==> config.mk <==
export PLATFORM = sky130hd
export DESIGN_NAME = twi_data_buffer
export DESIGN_NICKNAME = d
export VERILOG_FILES = /design/src/rtl/twi_dbuf_pkg.sv /design/src/rtl/twi_shift_stage.sv /design/src/rtl/twi_rx_hold.sv /design/src/rtl/twi_addr_match.sv /design/src/rtl/twi_data_buffer.sv
export SDC_FILE = /design/constraint.sdc
export NUM_CORES = 1
export LEC_CHECK = 0
export BUFFER_PORTS_ARGS = -buffer_cell sky130_fd_sc_hd__buf_2
export CELL_PAD_IN_SITES_DETAIL_PLACEMENT = 0
export CELL_PAD_IN_SITES_GLOBAL_PLACEMENT = 1
export CORE_UTILIZATION = 42
export DETAILED_ROUTE_END_ITERATION = 12
export PLACE_DENSITY = 0.82
export SLEW_MARGIN = 20
export SYNTH_ARGS = -nofsm -noshare
export SYNTH_HDL_FRONTEND = slang
export SYNTH_SLANG_ARGS = --single-unit
==> constraint.sdc <==
create_clock -name clk -period 2.28 [get_ports clk]
set_clock_uncertainty 0.15 [all_clocks]
set_input_delay 0 -clock clk [delete_from_list [all_inputs] [get_ports clk]]
set_output_delay 0 -clock clk [all_outputs]
set_load 0.005 [all_outputs]
==> src/rtl/twi_dbuf_pkg.sv <==
package twi_dbuf_pkg;
  typedef enum logic {
    SEL_DATA = 1'b0,
    SEL_ADDR = 1'b1
  } twi_reg_sel_e;
endpackage

==> src/rtl/twi_shift_stage.sv <==
module twi_shift_stage #(
  parameter int W  = 8,
  parameter int CW = $clog2(W)
) (
  input  logic          clk,
  input  logic          rst_n,
  input  logic          tx_mode,
  input  logic          lsb_first,
  input  logic [CW-1:0] frame_len,
  input  logic          start,
  input  logic          load,
  input  logic [W-1:0]  load_data,
  input  logic          bit_valid,
  input  logic          bit_ready,
  input  logic          bit_in,
  output logic          bit_out,
  output logic [W-1:0]  shift_q,
  output logic [W-1:0]  shift_next,
  output logic          frame_done
);
  logic [W-1:0]  sh_r;
  logic [W-1:0]  base;
  logic [CW-1:0] cnt_q;
  logic [CW-1:0] len_m1;
  logic          accept;
  logic          last;

  assign len_m1     = (frame_len == '0) ? CW'(W - 1) : frame_len - CW'(1);
  assign accept     = bit_valid && bit_ready;
  assign last       = (cnt_q == len_m1);
  assign frame_done = accept && last;
  assign shift_q    = sh_r;
  assign bit_out    = lsb_first ? sh_r[0] : sh_r[W-1];

  // receive frames start from a cleared word so unused bits read zero
  always_comb begin
    base       = (!tx_mode && cnt_q == '0) ? '0 : sh_r;
    shift_next = lsb_first ? {bit_in, base[W-1:1]} : {base[W-2:0], bit_in};
  end

  always_ff @(posedge clk) begin
    if (!rst_n) begin
      sh_r  <= '0;
      cnt_q <= '0;
    end else begin
      if (load)        sh_r <= load_data;
      else if (accept) sh_r <= shift_next;
      if (start)       cnt_q <= '0;
      else if (accept) cnt_q <= last ? '0 : cnt_q + CW'(1);
    end
  end

  a_r2_stall_holds: assert property (@(posedge clk) disable iff (!rst_n)
    (bit_valid && !bit_ready && !load) |=> $stable(sh_r));
  a_r13_start_restarts: assert property (@(posedge clk) disable iff (!rst_n)
    start |=> (cnt_q == '0));
endmodule

==> src/rtl/twi_rx_hold.sv <==
module twi_rx_hold #(
  parameter int W = 8
) (
  input  logic         clk,
  input  logic         rst_n,
  input  logic         tx_mode,
  input  logic         frame_done,
  input  logic         rd_take,
  input  logic [W-1:0] shift_q,
  input  logic [W-1:0] shift_next,
  output logic [W-1:0] hold_q,
  output logic         full,
  output logic         pending
);
  always_ff @(posedge clk) begin
    if (!rst_n) begin
      hold_q  <= '0;
      full    <= 1'b0;
      pending <= 1'b0;
    end else if (rd_take && pending) begin
      hold_q  <= shift_q;
      pending <= 1'b0;
    end else if (frame_done && !tx_mode) begin
      if (!full || rd_take) begin
        hold_q <= shift_next;
        full   <= 1'b1;
      end else begin
        pending <= 1'b1;
      end
    end else if (rd_take) begin
      full <= 1'b0;
    end
  end

  a_r4_pending_needs_full: assert property (@(posedge clk) disable iff (!rst_n)
    pending |-> full);
  a_r4_no_frame_while_pending: assert property (@(posedge clk) disable iff (!rst_n)
    pending |-> !frame_done);
  a_r6_tx_never_fills: assert property (@(posedge clk) disable iff (!rst_n)
    (frame_done && tx_mode && !full) |=> !full);
  a_r5_collision_keeps_full: assert property (@(posedge clk) disable iff (!rst_n)
    (frame_done && !tx_mode && rd_take && full && !pending) |=> (full && !pending));
endmodule

==> src/rtl/twi_addr_match.sv <==
module twi_addr_match #(
  parameter int W  = 8,
  parameter int AW = W - 1
) (
  input  logic          clk,
  input  logic          rst_n,
  input  logic          start,
  input  logic          frame_done,
  input  logic          fmt_sel,
  input  logic [AW-1:0] dev_addr,
  input  logic [W-1:0]  frame_word,
  output logic          addr_phase,
  output logic          addr_hit
);
  always_ff @(posedge clk) begin
    if (!rst_n) begin
      addr_phase <= 1'b0;
      addr_hit   <= 1'b0;
    end else if (start) begin
      addr_phase <= 1'b1;
      addr_hit   <= 1'b0;
    end else if (frame_done && addr_phase) begin
      addr_phase <= 1'b0;
      addr_hit   <= !fmt_sel && (frame_word[W-1 -: AW] == dev_addr);
    end
  end

  a_r13_start_clears_hit: assert property (@(posedge clk) disable iff (!rst_n)
    start |=> (addr_phase && !addr_hit));
  a_r12_hit_after_addr_frame: assert property (@(posedge clk) disable iff (!rst_n)
    $rose(addr_hit) |-> ($past(frame_done) && $past(addr_phase)));
endmodule

==> src/rtl/twi_data_buffer.sv <==
module twi_data_buffer #(
  parameter int DATA_W = 8,
  parameter int LEN_W  = $clog2(DATA_W)
) (
  input  logic              clk,
  input  logic              rst_n,
  input  logic              enable,
  input  logic              tx_mode,
  input  logic              lsb_first,
  input  logic [LEN_W-1:0]  frame_len,
  input  logic              start_det,
  input  logic              bit_valid,
  output logic              bit_ready,
  input  logic              bit_in,
  output logic              bit_out,
  input  logic              reg_sel,
  input  logic              reg_wr,
  input  logic              reg_rd,
  input  logic [DATA_W-1:0] reg_wdata,
  output logic [DATA_W-1:0] reg_rdata,
  output logic              rx_full,
  output logic              addr_phase,
  output logic              addr_hit
);
  import twi_dbuf_pkg::*;

  localparam int AW = DATA_W - 1;

  twi_reg_sel_e      sel;
  logic              data_acc;
  logic              addr_acc;
  logic              load;
  logic              rd_take;
  logic              start_g;
  logic              pending;
  logic              frame_done;
  logic [DATA_W-1:0] shift_q;
  logic [DATA_W-1:0] shift_next;
  logic [DATA_W-1:0] hold_q;
  logic [AW-1:0]     dev_addr_q;
  logic              fmt_q;

  assign sel       = twi_reg_sel_e'(reg_sel);
  assign data_acc  = enable && (sel == SEL_DATA);
  assign addr_acc  = !enable && (sel == SEL_ADDR);
  assign load      = reg_wr && data_acc;
  assign rd_take   = reg_rd && data_acc;
  assign start_g   = start_det && enable;
  assign bit_ready = enable && !pending;

  always_comb begin
    if (data_acc)      reg_rdata = hold_q;
    else if (addr_acc) reg_rdata = {dev_addr_q, fmt_q};
    else               reg_rdata = '0;
  end

  always_ff @(posedge clk) begin
    if (!rst_n) begin
      dev_addr_q <= '0;
      fmt_q      <= 1'b0;
    end else if (reg_wr && addr_acc) begin
      {dev_addr_q, fmt_q} <= reg_wdata;
    end
  end

  twi_shift_stage #(.W(DATA_W), .CW(LEN_W)) u_shift (
    .clk(clk), .rst_n(rst_n), .tx_mode(tx_mode), .lsb_first(lsb_first),
    .frame_len(frame_len), .start(start_g), .load(load), .load_data(reg_wdata),
    .bit_valid(bit_valid), .bit_ready(bit_ready), .bit_in(bit_in), .bit_out(bit_out),
    .shift_q(shift_q), .shift_next(shift_next), .frame_done(frame_done)
  );

  twi_rx_hold #(.W(DATA_W)) u_hold (
    .clk(clk), .rst_n(rst_n), .tx_mode(tx_mode), .frame_done(frame_done),
    .rd_take(rd_take), .shift_q(shift_q), .shift_next(shift_next),
    .hold_q(hold_q), .full(rx_full), .pending(pending)
  );

  twi_addr_match #(.W(DATA_W), .AW(AW)) u_addr (
    .clk(clk), .rst_n(rst_n), .start(start_g), .frame_done(frame_done),
    .fmt_sel(fmt_q), .dev_addr(dev_addr_q), .frame_word(shift_next),
    .addr_phase(addr_phase), .addr_hit(addr_hit)
  );

  a_r10_disabled_data_reads_zero: assert property (@(posedge clk) disable iff (!rst_n)
    (!enable && sel == SEL_DATA) |-> (reg_rdata == '0));
  a_r11_addr_locked_when_enabled: assert property (@(posedge clk) disable iff (!rst_n)
    enable |=> $stable({dev_addr_q, fmt_q}));
endmodule

==> results.json <==
{
  "status": "finished with violations",
  "min_to": "u_hold.full",
  "grt_pass1_wl_mm": 8.06,
  "fin_crit_ns": 2.09,
  "rsz0062_at_grt": "false",
  "drive_gt1_share_pct": 24.8,
  "arrival_ns": 2.13,
  "wl_per_cell_um": 14.7,
  "cap_violations": 0,
  "htree_num_levels": 2,
  "max_freq_ghz": 0.479,
  "diodes": 0,
  "synthCells": 224,
  "syn-mean-instance-area_um2": 8.80,
  "ios": 35,
  "synth_cell_types": 42,
  "synth-async-reset-ratio_pct": 0,
  "syn-num-nets": 250,
  "grt_antenna_before_repair": 0,
  "hold_viol": 0,
  "ys_top_cells_by_area": "dfxtp_1 31%, mux2i_1 11%, nand2_1 7.2%",
  "finalWeightedCongestion": 0.918,
  "layout_commonest_cell": "nand2_1",
  "clock_latency_ns": 0.28,
  "dieWidth_um": 70.5,
  "slowest_stage": "dfxtp_2",
  "hold_path_depth": 3,
  "io_buffers": 34,
  "die_height_um": 70.5,
  "fp.dieArea_mm2": 0.00497,
  "tritoncts": "yes",
  "tightestPinTransition_ns": 0.541,
  "ant_nets": 0,
  "cts_sinks": 31,
  "core_mm2": 0.00444,
  "ir_worst_vdd_mv": 0.368,
  "r2r-end": "u_addr.addr_hit",
  "drc": 8,
  "synth_ff_type": "dfxtp_1",
  "critPathLaunchType": "flip-flop",
  "r2r_setup_slack_ns": 0.19,
  "setup_violations": 0,
  "area_delta_synth_final_pct": 23.1,
  "row_count": 24,
  "dp_hpwl_mm": 3.47,
  "netSwitchingFraction_pct": 27.3,
  "yosysSeqAreaShare_pct": 31.5,
  "ys_seq_elements": 31,
  "synth_top_cell_area_share_pct": 31.5,
  "critical_path_required_ns": 2.32,
  "final_cell_mix": "38 x nand2_1, 34 x buf_2, 29 x dfxtp_1",
  "cts_root_buffer": "clkbuf_8",
  "place_inst": 302,
  "initial_utilization_pct": 44.3,
  "worst-path-max-fanout": 11,
  "yosysWarnings": 0,
  "stdcell_count": 326,
  "vias_per_cell": 5.44,
  "crit_type": "reg -> reg",
  "hold_class": "in -> reg",
  "slowest_delay_ns": 0.37,
  "cp-end-kind": "flip-flop",
  "timing.reg2reg.worst_path_depth": 8,
  "grt_start_max_net_pins": 38,
  "p_sw_uw": 339,
  "cts.path.max_buffers": 2,
  "pwr-share-comb_pct": 18.2,
  "globalRouteOverflowTotal": 0,
  "vias": 1773,
  "cp_cell_sequence": "inv_1 -> ha_1 -> nor3b_4 -> buf_4 -> o21a_1 -> nor4b_2 -> nand4_1 -> o41ai_2",
  "power_mw": 1.24,
  "numCtsBuffers": 5,
  "p_int_uw": 904,
  "power.leakage_nw": 1.12,
  "netlist_area_mm2": 0.00197,
  "grt_util_all_layers_pct": 20.7,
  "clkSlewWorstSetupHoldPaths_ns": 0.07,
  "synth_edf_count": 0,
  "slew_headroom_pct": 63.9,
  "wl_mm": 4.78,
  "power.density_mw_per_mm2": 512,
  "grt_pass1_vias": 1694,
  "violations": "DRC",
  "seqPwrFrac_pct": 46.5,
  "fin_tns_setup_ns": 0,
  "clockPowerShare_pct": 35.3,
  "fin_nets": 300,
  "drt_iter0_drc": 109,
  "synth_top_area_cell": "dfxtp_1",
  "worstHoldStart": "tx_mode",
  "dr.pass1.iters": 8,
  "reg2reg_from": "u_shift.cnt_q[0]",
  "slew_viol_final": 0,
  "fin_crit_sh_pct": 91.6
}
## metrics by stage
| stage | util [%] | hold WS [ns] | worst slack [ns] | area [µm²] |
|---|---|---|---|---|
| 6_report | 54.6 | 0.00387 | 0.192 | 2430 |
| 5_1_grt | 54.6 | 0.0172 | 0.0143 | 2430 |
| 4_1_cts | 54.2 | 0.00809 | 0.0850 | 2410 |
| 3_5_place_dp | 48.8 | 0.124 | 0.0887 | 2170 |
| 3_3_place_gp | 48.8 | 0.113 | 0.121 | 2170 |
| 2_1_floorplan | - | -0.0331 | 0.389 | 1970 |
## cells by family (layout without fill, tap and decap cells)
kind of cell / count (synthesis) / in the layout / synth area share (%)
flops: 31 / 31 / 31.5
mux: 29 / 29 / 15.8
xor+xnor: 6 / 6 / 2.67
fa+ha+maj: 4 / 4 / 2.54
compound gates: 47 / 47 / 19.3
simple gates: 88 / 88 / 23.2
buf+inv: 19 / 69 / 5.02
## registers in the layout, summed over array words and instances, names as in the netlist
signal and count:
dev_addr_q 7, fmt_q 1, u_addr.addr_hit 1, u_addr.addr_phase 1, u_hold.full 1, u_hold.hold_q 8
u_hold.pending 1, u_shift.cnt_q 3, u_shift.shift_q 8
## power groups by stage
stage,logic (mW),registers (mW),clock network [mW]
3_5_place_dp,0.203,0.589,0
4_1_cts,0.221,0.577,0.450
5_1_grt,0.251,0.580,0.473
2_1_floorplan,0.148,0.583,0
6_report,0.226,0.578,0.439
3_3_place_gp,0.203,0.589,0
## metal layers
layer	track usage, %	wire (µm)	vias to the layer above
met5	0	0	-
met4	4.76	42	0
met3	4.33	156	5
met2	36.9	2360	34
met1	25.4	2220	831
li1	-	-	903
## repair_timing
item / in CTS / in global routing
endpoints found under the hold margin: 21 / 0
setup buffers: 0 / 2
endpoints found under the setup margin: 0 / 1
resized for setup: 0 / 2
hold buffers: 15 / 0
## area by class of cell
cell class,count,area (µm²)
Fill cell,449,2020
Clock buffer,6,82.6
Tap cell,52,65.1
Multi-Input combinational cell,174,1250
Timing Repair Buffer,57,380
Inverter,5,18.8
Clock inverter,1,5.00
Sequential cell,31,623
## how the worst max path moves through the flow
stage	to	from	cells after the start
after floorplan	u_addr.addr_hit	u_shift.cnt_q[0]	8
after detailed placement	u_addr.addr_hit	u_shift.cnt_q[0]	7
final	u_addr.addr_hit	u_shift.cnt_q[0]	8
after CTS	u_addr.addr_hit	u_shift.cnt_q[0]	7
after global routing	u_addr.addr_hit	u_shift.cnt_q[0]	8
after global placement	u_addr.addr_hit	u_shift.cnt_q[0]	7
## synth_stat cells, types with 7 or more instances
master / number
mux2_2: 7
o21ai_0: 7
a22o_1: 8
nor2b_1: 8
nand3_1: 12
mux2i_1: 21
a21boi_0: 10
nor2_1: 10
dfxtp_1: 31
nor3_1: 8
nand2_1: 38
clkbuf_1: 9
## worst max-delay path: cells and delay by family (launching register included)
kind | cells | cell delay (ns)
simple gates | 3 | 0.58
compound gates | 2 | 0.46
flops | 1 | 0.37
buf+inv | 2 | 0.23
fa+ha+maj | 1 | 0.20
(Power assumes the default switching activity.)
